**config.mk**
```make
export PLATFORM = sky130hd
export DESIGN_NAME = coh_evt_classifier
export DESIGN_NICKNAME = d
export VERILOG_FILES = /design/src/rtl/coh_evt_classifier.sv
export SDC_FILE = /design/constraint.sdc
export NUM_CORES = 1
export LEC_CHECK = 0
export ABC_AREA = 1
export BUFFER_PORTS_ARGS = -buffer_cell sky130_fd_sc_hd__buf_2
export CORE_MARGIN = 5
export CORE_UTILIZATION = 33
export DETAILED_ROUTE_END_ITERATION = 16
export HOLD_SLACK_MARGIN = 0.12
export PLACE_DENSITY = 0.78
export SYNTH_ARGS = -nofsm -noshare
export SYNTH_HDL_FRONTEND = slang
export SYNTH_SLANG_ARGS = --single-unit
```
**constraint.sdc**
```tcl
create_clock -name clk -period 1.2 [get_ports clk]
set_input_delay 0.12 -clock clk [delete_from_list [all_inputs] [get_ports clk]]
set_output_delay 0.12 -clock clk [all_outputs]
set_load 0.05 [all_outputs]
```
**src/rtl/coh_evt_classifier.sv**
```systemverilog
module coh_evt_classifier #(
  parameter int ADDR_W = 32,
  parameter int NUM_L1 = 8,
  parameter int PEND_W = 4,
  localparam int SRC_W = (NUM_L1 > 1) ? $clog2(NUM_L1) : 1
) (
  input  logic              clk,
  input  logic              rst_n,
  input  logic              ub_vld,
  input  logic [1:0]        ub_type,
  input  logic [ADDR_W-1:0] ub_addr,
  input  logic              rsp_vld,
  input  logic              rsp_from_mem,
  input  logic [2:0]        rsp_type,
  input  logic              rsp_dirty,
  input  logic [PEND_W-1:0] rsp_acks,
  input  logic [ADDR_W-1:0] rsp_addr,
  input  logic              req_vld,
  input  logic [2:0]        req_type,
  input  logic [SRC_W-1:0]  req_src,
  input  logic [ADDR_W-1:0] req_addr,
  output logic [ADDR_W-1:0] lkp_addr,
  input  logic              lkp_hit,
  input  logic [NUM_L1-1:0] lkp_sharers,
  input  logic [PEND_W-1:0] lkp_pend,
  input  logic              lkp_free_way,
  input  logic [ADDR_W-1:0] vict_addr,
  input  logic              vict_dirty,
  output logic              pop_ub,
  output logic              pop_rsp,
  output logic              pop_req,
  output logic              ev_vld,
  output logic [4:0]        ev_code,
  output logic [ADDR_W-1:0] ev_addr,
  output logic              ev_err
);

  localparam logic [4:0] EV_RD_INSTR   = 5'd1;
  localparam logic [4:0] EV_RD         = 5'd2;
  localparam logic [4:0] EV_WR         = 5'd3;
  localparam logic [4:0] EV_UPG        = 5'd4;
  localparam logic [4:0] EV_WB         = 5'd5;
  localparam logic [4:0] EV_WB_STALE   = 5'd6;
  localparam logic [4:0] EV_EVICT_D    = 5'd7;
  localparam logic [4:0] EV_EVICT_C    = 5'd8;
  localparam logic [4:0] EV_MEM_DATA   = 5'd9;
  localparam logic [4:0] EV_MEM_ACK    = 5'd10;
  localparam logic [4:0] EV_MEM_INV    = 5'd11;
  localparam logic [4:0] EV_L1_DATA_D  = 5'd12;
  localparam logic [4:0] EV_L1_DATA_C  = 5'd13;
  localparam logic [4:0] EV_ACK_PART   = 5'd14;
  localparam logic [4:0] EV_ACK_LAST   = 5'd15;
  localparam logic [4:0] EV_UNBLK      = 5'd16;
  localparam logic [4:0] EV_UNBLK_X    = 5'd17;

  logic              sel_ub, sel_rsp, sel_req, any_sel;
  logic              bad, evict, is_sharer;
  logic [4:0]        code;
  logic [ADDR_W-1:0] tgt;
  logic [PEND_W-1:0] acks_left;

  assign sel_ub    = ub_vld;
  assign sel_rsp   = !ub_vld && rsp_vld;
  assign sel_req   = !ub_vld && !rsp_vld && req_vld;
  assign any_sel   = sel_ub || sel_rsp || sel_req;
  assign lkp_addr  = sel_ub ? ub_addr : (sel_rsp ? rsp_addr : req_addr);
  assign is_sharer = lkp_hit && lkp_sharers[req_src];
  assign acks_left = lkp_pend - rsp_acks;

  always_comb begin
    code  = '0;
    bad   = 1'b0;
    evict = 1'b0;
    tgt   = lkp_addr;
    if (sel_ub) begin
      case (ub_type)
        2'd0:    code = EV_UNBLK;
        2'd1:    code = EV_UNBLK_X;
        default: bad  = 1'b1;
      endcase
    end else if (sel_rsp) begin
      if (!rsp_from_mem) begin
        case (rsp_type)
          3'd0:    code = rsp_dirty ? EV_L1_DATA_D : EV_L1_DATA_C;
          3'd1:    code = (acks_left == '0) ? EV_ACK_LAST : EV_ACK_PART;
          default: bad  = 1'b1;
        endcase
      end else begin
        case (rsp_type)
          3'd2:    code = EV_MEM_DATA;
          3'd3:    code = EV_MEM_ACK;
          3'd4:    code = EV_MEM_INV;
          default: bad  = 1'b1;
        endcase
      end
    end else if (sel_req) begin
      if (req_type > 3'd4) begin
        bad = 1'b1;
      end else if (!lkp_hit && !lkp_free_way) begin
        evict = 1'b1;
        tgt   = vict_addr;
        code  = vict_dirty ? EV_EVICT_D : EV_EVICT_C;
      end else begin
        case (req_type)
          3'd0:    code = EV_RD;
          3'd1:    code = EV_RD_INSTR;
          3'd2:    code = EV_WR;
          3'd3:    code = is_sharer ? EV_UPG : EV_WR;
          default: code = is_sharer ? EV_WB : EV_WB_STALE;
        endcase
      end
    end
  end

  assign pop_ub  = sel_ub  && !bad;
  assign pop_rsp = sel_rsp && !bad;
  assign pop_req = sel_req && !bad && !evict;

  always_ff @(posedge clk) begin
    if (!rst_n) begin
      ev_vld  <= 1'b0;
      ev_err  <= 1'b0;
      ev_code <= '0;
      ev_addr <= '0;
    end else begin
      ev_vld  <= any_sel && !bad;
      ev_err  <= any_sel && bad;
      ev_code <= code;
      ev_addr <= tgt;
    end
  end


  pop_onehot_chk: assert property (@(posedge clk) disable iff (!rst_n)
    $onehot0({pop_ub, pop_rsp, pop_req}));


  ub_first_chk: assert property (@(posedge clk) disable iff (!rst_n)
    ub_vld |-> (!pop_rsp && !pop_req));


  err_nopop_chk: assert property (@(posedge clk) disable iff (!rst_n)
    ev_err |-> $past(!pop_ub && !pop_rsp && !pop_req));


  err_noevt_chk: assert property (@(posedge clk) disable iff (!rst_n)
    !(ev_err && ev_vld));


  evict_keep_chk: assert property (@(posedge clk) disable iff (!rst_n)
    (ev_vld && (ev_code == EV_EVICT_D || ev_code == EV_EVICT_C)) |-> $past(!pop_req));


  pop_evt_chk: assert property (@(posedge clk) disable iff (!rst_n)
    (pop_ub || pop_rsp || pop_req) |=> ev_vld);

endmodule

```
==> results.txt <==
The die outline area is approximately 0.0090 sq mm. Counting stages on the worst path, the most repeated cell is inv_2. The library cell used most frequently in the layout, excluding fill and tap cells, is buf_2. The tightest hold path in the finished design has a slack of between 100 and 150 ps. The clock tree synthesis step divided the H-tree into 2 levels. The normalized max-slew margin is 79.9%.

The signal on the critical path passes through buf_2 > or2_1 > a21boi_2 > inv_2 > nand3_2 > o221ai_2 > inv_2 > nand2_4 > clkinvlp_4 > buf_8. The maximum number of buffers from clock root to sink is 2. The y dimension of the die is roughly 95 microns.

The part of the total power dissipated in sequential elements is a little under a third. The routed length per instance is about 16 microns. In this run the biggest area consumer among cell types represents between 30 and 40% of the synthesized area. Once routing completed, OpenROAD measured the worst setup slack at -132 ps. The reported net switching power came out at ~1.9 mW. Internal power comes to approximately 2.7 mW. The per-cell via count in the routed design is 4.92. STA classifies the critical path startpoint as an input port. After detailed routing, the number of remaining DRC violations is 0. The portion of the post-synthesis area used by sequential elements came out at between 30% and 40%. In this run switching power makes up approximately 41% of total power. The effective utilization at floorplan came out at roughly a third. The root buffer cell chosen for the clock tree is clkbuf_8. The largest fanout on the critical path is 2.

The first global-routing pass estimated 20.1 mm of wire. The number of antenna violations at the first check in global routing came to 2. For this run, the total global-route usage over all layers was measured as 28.4%. Setup violations remaining at the end of the flow were counted as 1. The DRC marker count from the first detailed-route iteration came out at 140. At the worst endpoint, the required time is 1080 ps. The mapped cell area came out at 0.00237 sq mm. The number of endpoints with negative hold slack in the final report was 0. Setup repair after global routing could not meet its margin everywhere. The total buffers and inverters traversed by the critical path is 5.

The number of nets at the end of the flow came out at approximately 890. The most critical setup path has its startpoint at rsp_type[2]. The number of warning messages in the yosys log is 0. Broken down by cell family, the worst path's largest delay share belongs to buffers and inverters. The ratio of cells with drive above 1 in the final layout is between 50 and 60%. The final routed wirelength across all metal layers is between 10 and 15 mm.

The stage delay of the slowest cell on the critical path came out at approximately 240 ps. Routability-driven placement finished with a final weighted congestion of between 0.9 and 1. The run finished, with violations left. The clock tree from TritonCTS is built. The count of input and output buffers came out at 238. The final antenna-violating net count came out at 0.

The count of cell types in the netlist came out at 27. The category of the most critical setup path is input port to output pin. The slowest stage cell on the critical path is or2_1. The final instance count without filler cells came out at roughly 820.

The detailed placer's ending HPWL came out at about 9.4 mm. Clock tree synthesis inserted a total of 5 buffers. The power density of the placed cells is slightly below 900 mW/mm^2. The maximum number of pins on one net before global-route repair is 22. Data arrives at the worst endpoint at ~1200 ps. The fraction of synthesis flops using an asynchronous set or reset pin came out at 0%.

The tool flagged a number of max-cap violations equal to 0. In this run the worst setup path terminates at pop_rsp. Counting I/O delays and the setup requirement, the final critical path takes 1330 ps. The detailed-router iteration count before antenna repair is 4. In this run the horizontal extent of the chip is between 90 and 100 microns. The area of the core region is between 0.006 and 0.007 sq mm. The final-layout fill cell count came out at 496.

The number of pins exceeding their max-slew limit in the final report came out at 0. The final worst-path cycle share came out at 111%. The number of I/O pins came out at ~240. For this run, the leading register cell type out of synthesis is dfxtp_1.

The biggest area contributor in the post-synthesis netlist is dfxtp_1. The total placed cells including tap cells is about 760. The worst hold path belongs to the class input port to register. The source of the worst hold timing path is req_vld. The worst setup path is captured at an output pin. In the layout the commonest cells are 199 x buf_2, 116 x nand2_1, 76 x nor2_1. The combinational power share came out at about half.

CTS saw 39 sinks. After synthesis, the cell types taking the most area are dfxtp_1 33%, nand2_1 19%, nor2_1 13%, nand3_1 8.2%, o21ai_0 5.7%. Based on the critical path, the design can be clocked at up to 751 MHz. The number of synthesized flops with an enable pin is 0.

The synthesized net count is between 500 and 600. The post-synthesis area per instance came out at between 5 and 6 sq um. The clock network power share came out at a little under a fifth. The area overhead of the layout relative to synthesis came out at 121%. Synthesis inferred 39 register bits.

The via count of the first global-routing pass is roughly 4,300. At the pin with the least slew margin, the transition time is just over 300 ps. The final reports fail on setup timing.

The number of core rows came out at 30. The total leakage power is roughly 2.9 nW. The via count is ~4,000.

The critical path depth came out at 10. The gate count of the mapped netlist came out at between 300 and 400. Summed over all layers, the global routing overflow is 0. Across the VDD grid, the largest voltage drop is about 0.46 mV. The clock-pin transition on the worst setup and hold timing paths came out at 80 ps.
-- synthesized netlist by cell type (2+ instances only) --
master    instances
nor2_1           80
nor3_1            5
dfxtp_1          39
nand3b_1          2
a21oi_1          11
nand4_1           3
inv_2             4
buf_2             9
nand2_1         122
ha_1              3
o21ai_0          27
inv_1            25
nor2_8            2
clkbuf_1          8
o21ai_1           6
xnor2_1           2
nand3_1          39
-- cell families (layout without fill, tap and decap cells) --
group                      count (synthesis)  in the layout  share of synthesized area (%)
buffers and inverters                     48            370                           8.56
DFF                                       39             39                           33.0
and+or+nand+nor                          257            257                           45.5
other                                      0              2                              0
adders and majority gates                  3              3                           1.59
xor gates and xnor gates                   2              2                          0.740
AOI/OAI and AO/OA                         48             48                           10.6
-- layer usage --
metal	vias up	share of wire [%]	track usage, %
li1	1902	-	-
met1	1833	33	28.1
met2	213	52	51.4
met3	66	9.1	9.88
met4	2	5.6	16.0
met5	-	0.053	0
-- power by group through the flow --
stage | sequential (mW) | clock (mW) | combinational [mW]
2_1_floorplan | 1.75 | 0 | 0.911
3_3_place_gp | 1.43 | 0 | 1.94
3_5_place_dp | 1.43 | 0 | 1.97
4_1_cts | 1.40 | 0.899 | 2.24
5_1_grt | 1.41 | 0.959 | 2.44
6_report | 1.40 | 0.869 | 2.31
-- worst min-delay path by stage --
stage	end	slack, ps	depth (start not counted)
2_1_floorplan	ev_code[4]$_SDFF_PN0_	210	1
6_report	ev_vld$_SDFF_PN0_	140	3
3_5_place_dp	ev_code[0]$_SDFF_PN0_	340	3
4_1_cts	ev_vld$_SDFF_PN0_	140	3
3_3_place_gp	ev_code[0]$_SDFF_PN0_	330	3
5_1_grt	ev_vld$_SDFF_PN0_	140	3
-- registers in the layout, summed over array words and instances (netlist names) --
register,flops
ev_vld,1
ev_code,5
ev_err,1
ev_addr,32
-- stage by stage --
stage	worst slack, ps	setup TNS [ps]	instance area (sq um)	utilization, %	power (mW)
after global placement	-300	-3900	4420	64.3	3.37
final	-132	-132	5220	76.0	4.58
after floorplan	-105	-105	2780	-	2.66
after global routing	-210	-286	5220	76.0	4.81
after detailed placement	-317	-4910	4420	64.3	3.40
after CTS	-118	-214	5140	74.8	4.54
-- cell type report --
| type | instances | area (sq um) | area share [%] |
|---|---|---|---|
| diodes | 2 | 5.00 | 0.0959 |
| clock buffers | 7 | 76.3 | 1.46 |
| clock inverters | 1 | 5.00 | 0.0959 |
| inverters | 29 | 120 | 2.30 |
| multi-input cells | 310 | 1860 | 35.6 |
| flip-flops and latches | 39 | 781 | 15.0 |
| well taps | 96 | 120 | 2.30 |
| repair buffers | 333 | 2250 | 43.2 |
-- repair_timing --
item | CTS | global route
hold buffers | 35 | 0
pin swaps | 3 | 17
endpoints found under the setup margin | 34 | 31
buffers inserted | 12 | 0
resized for setup | 65 | 31
endpoints found under the hold margin | 35 | 0
Power figures use the tool's default switching activity.
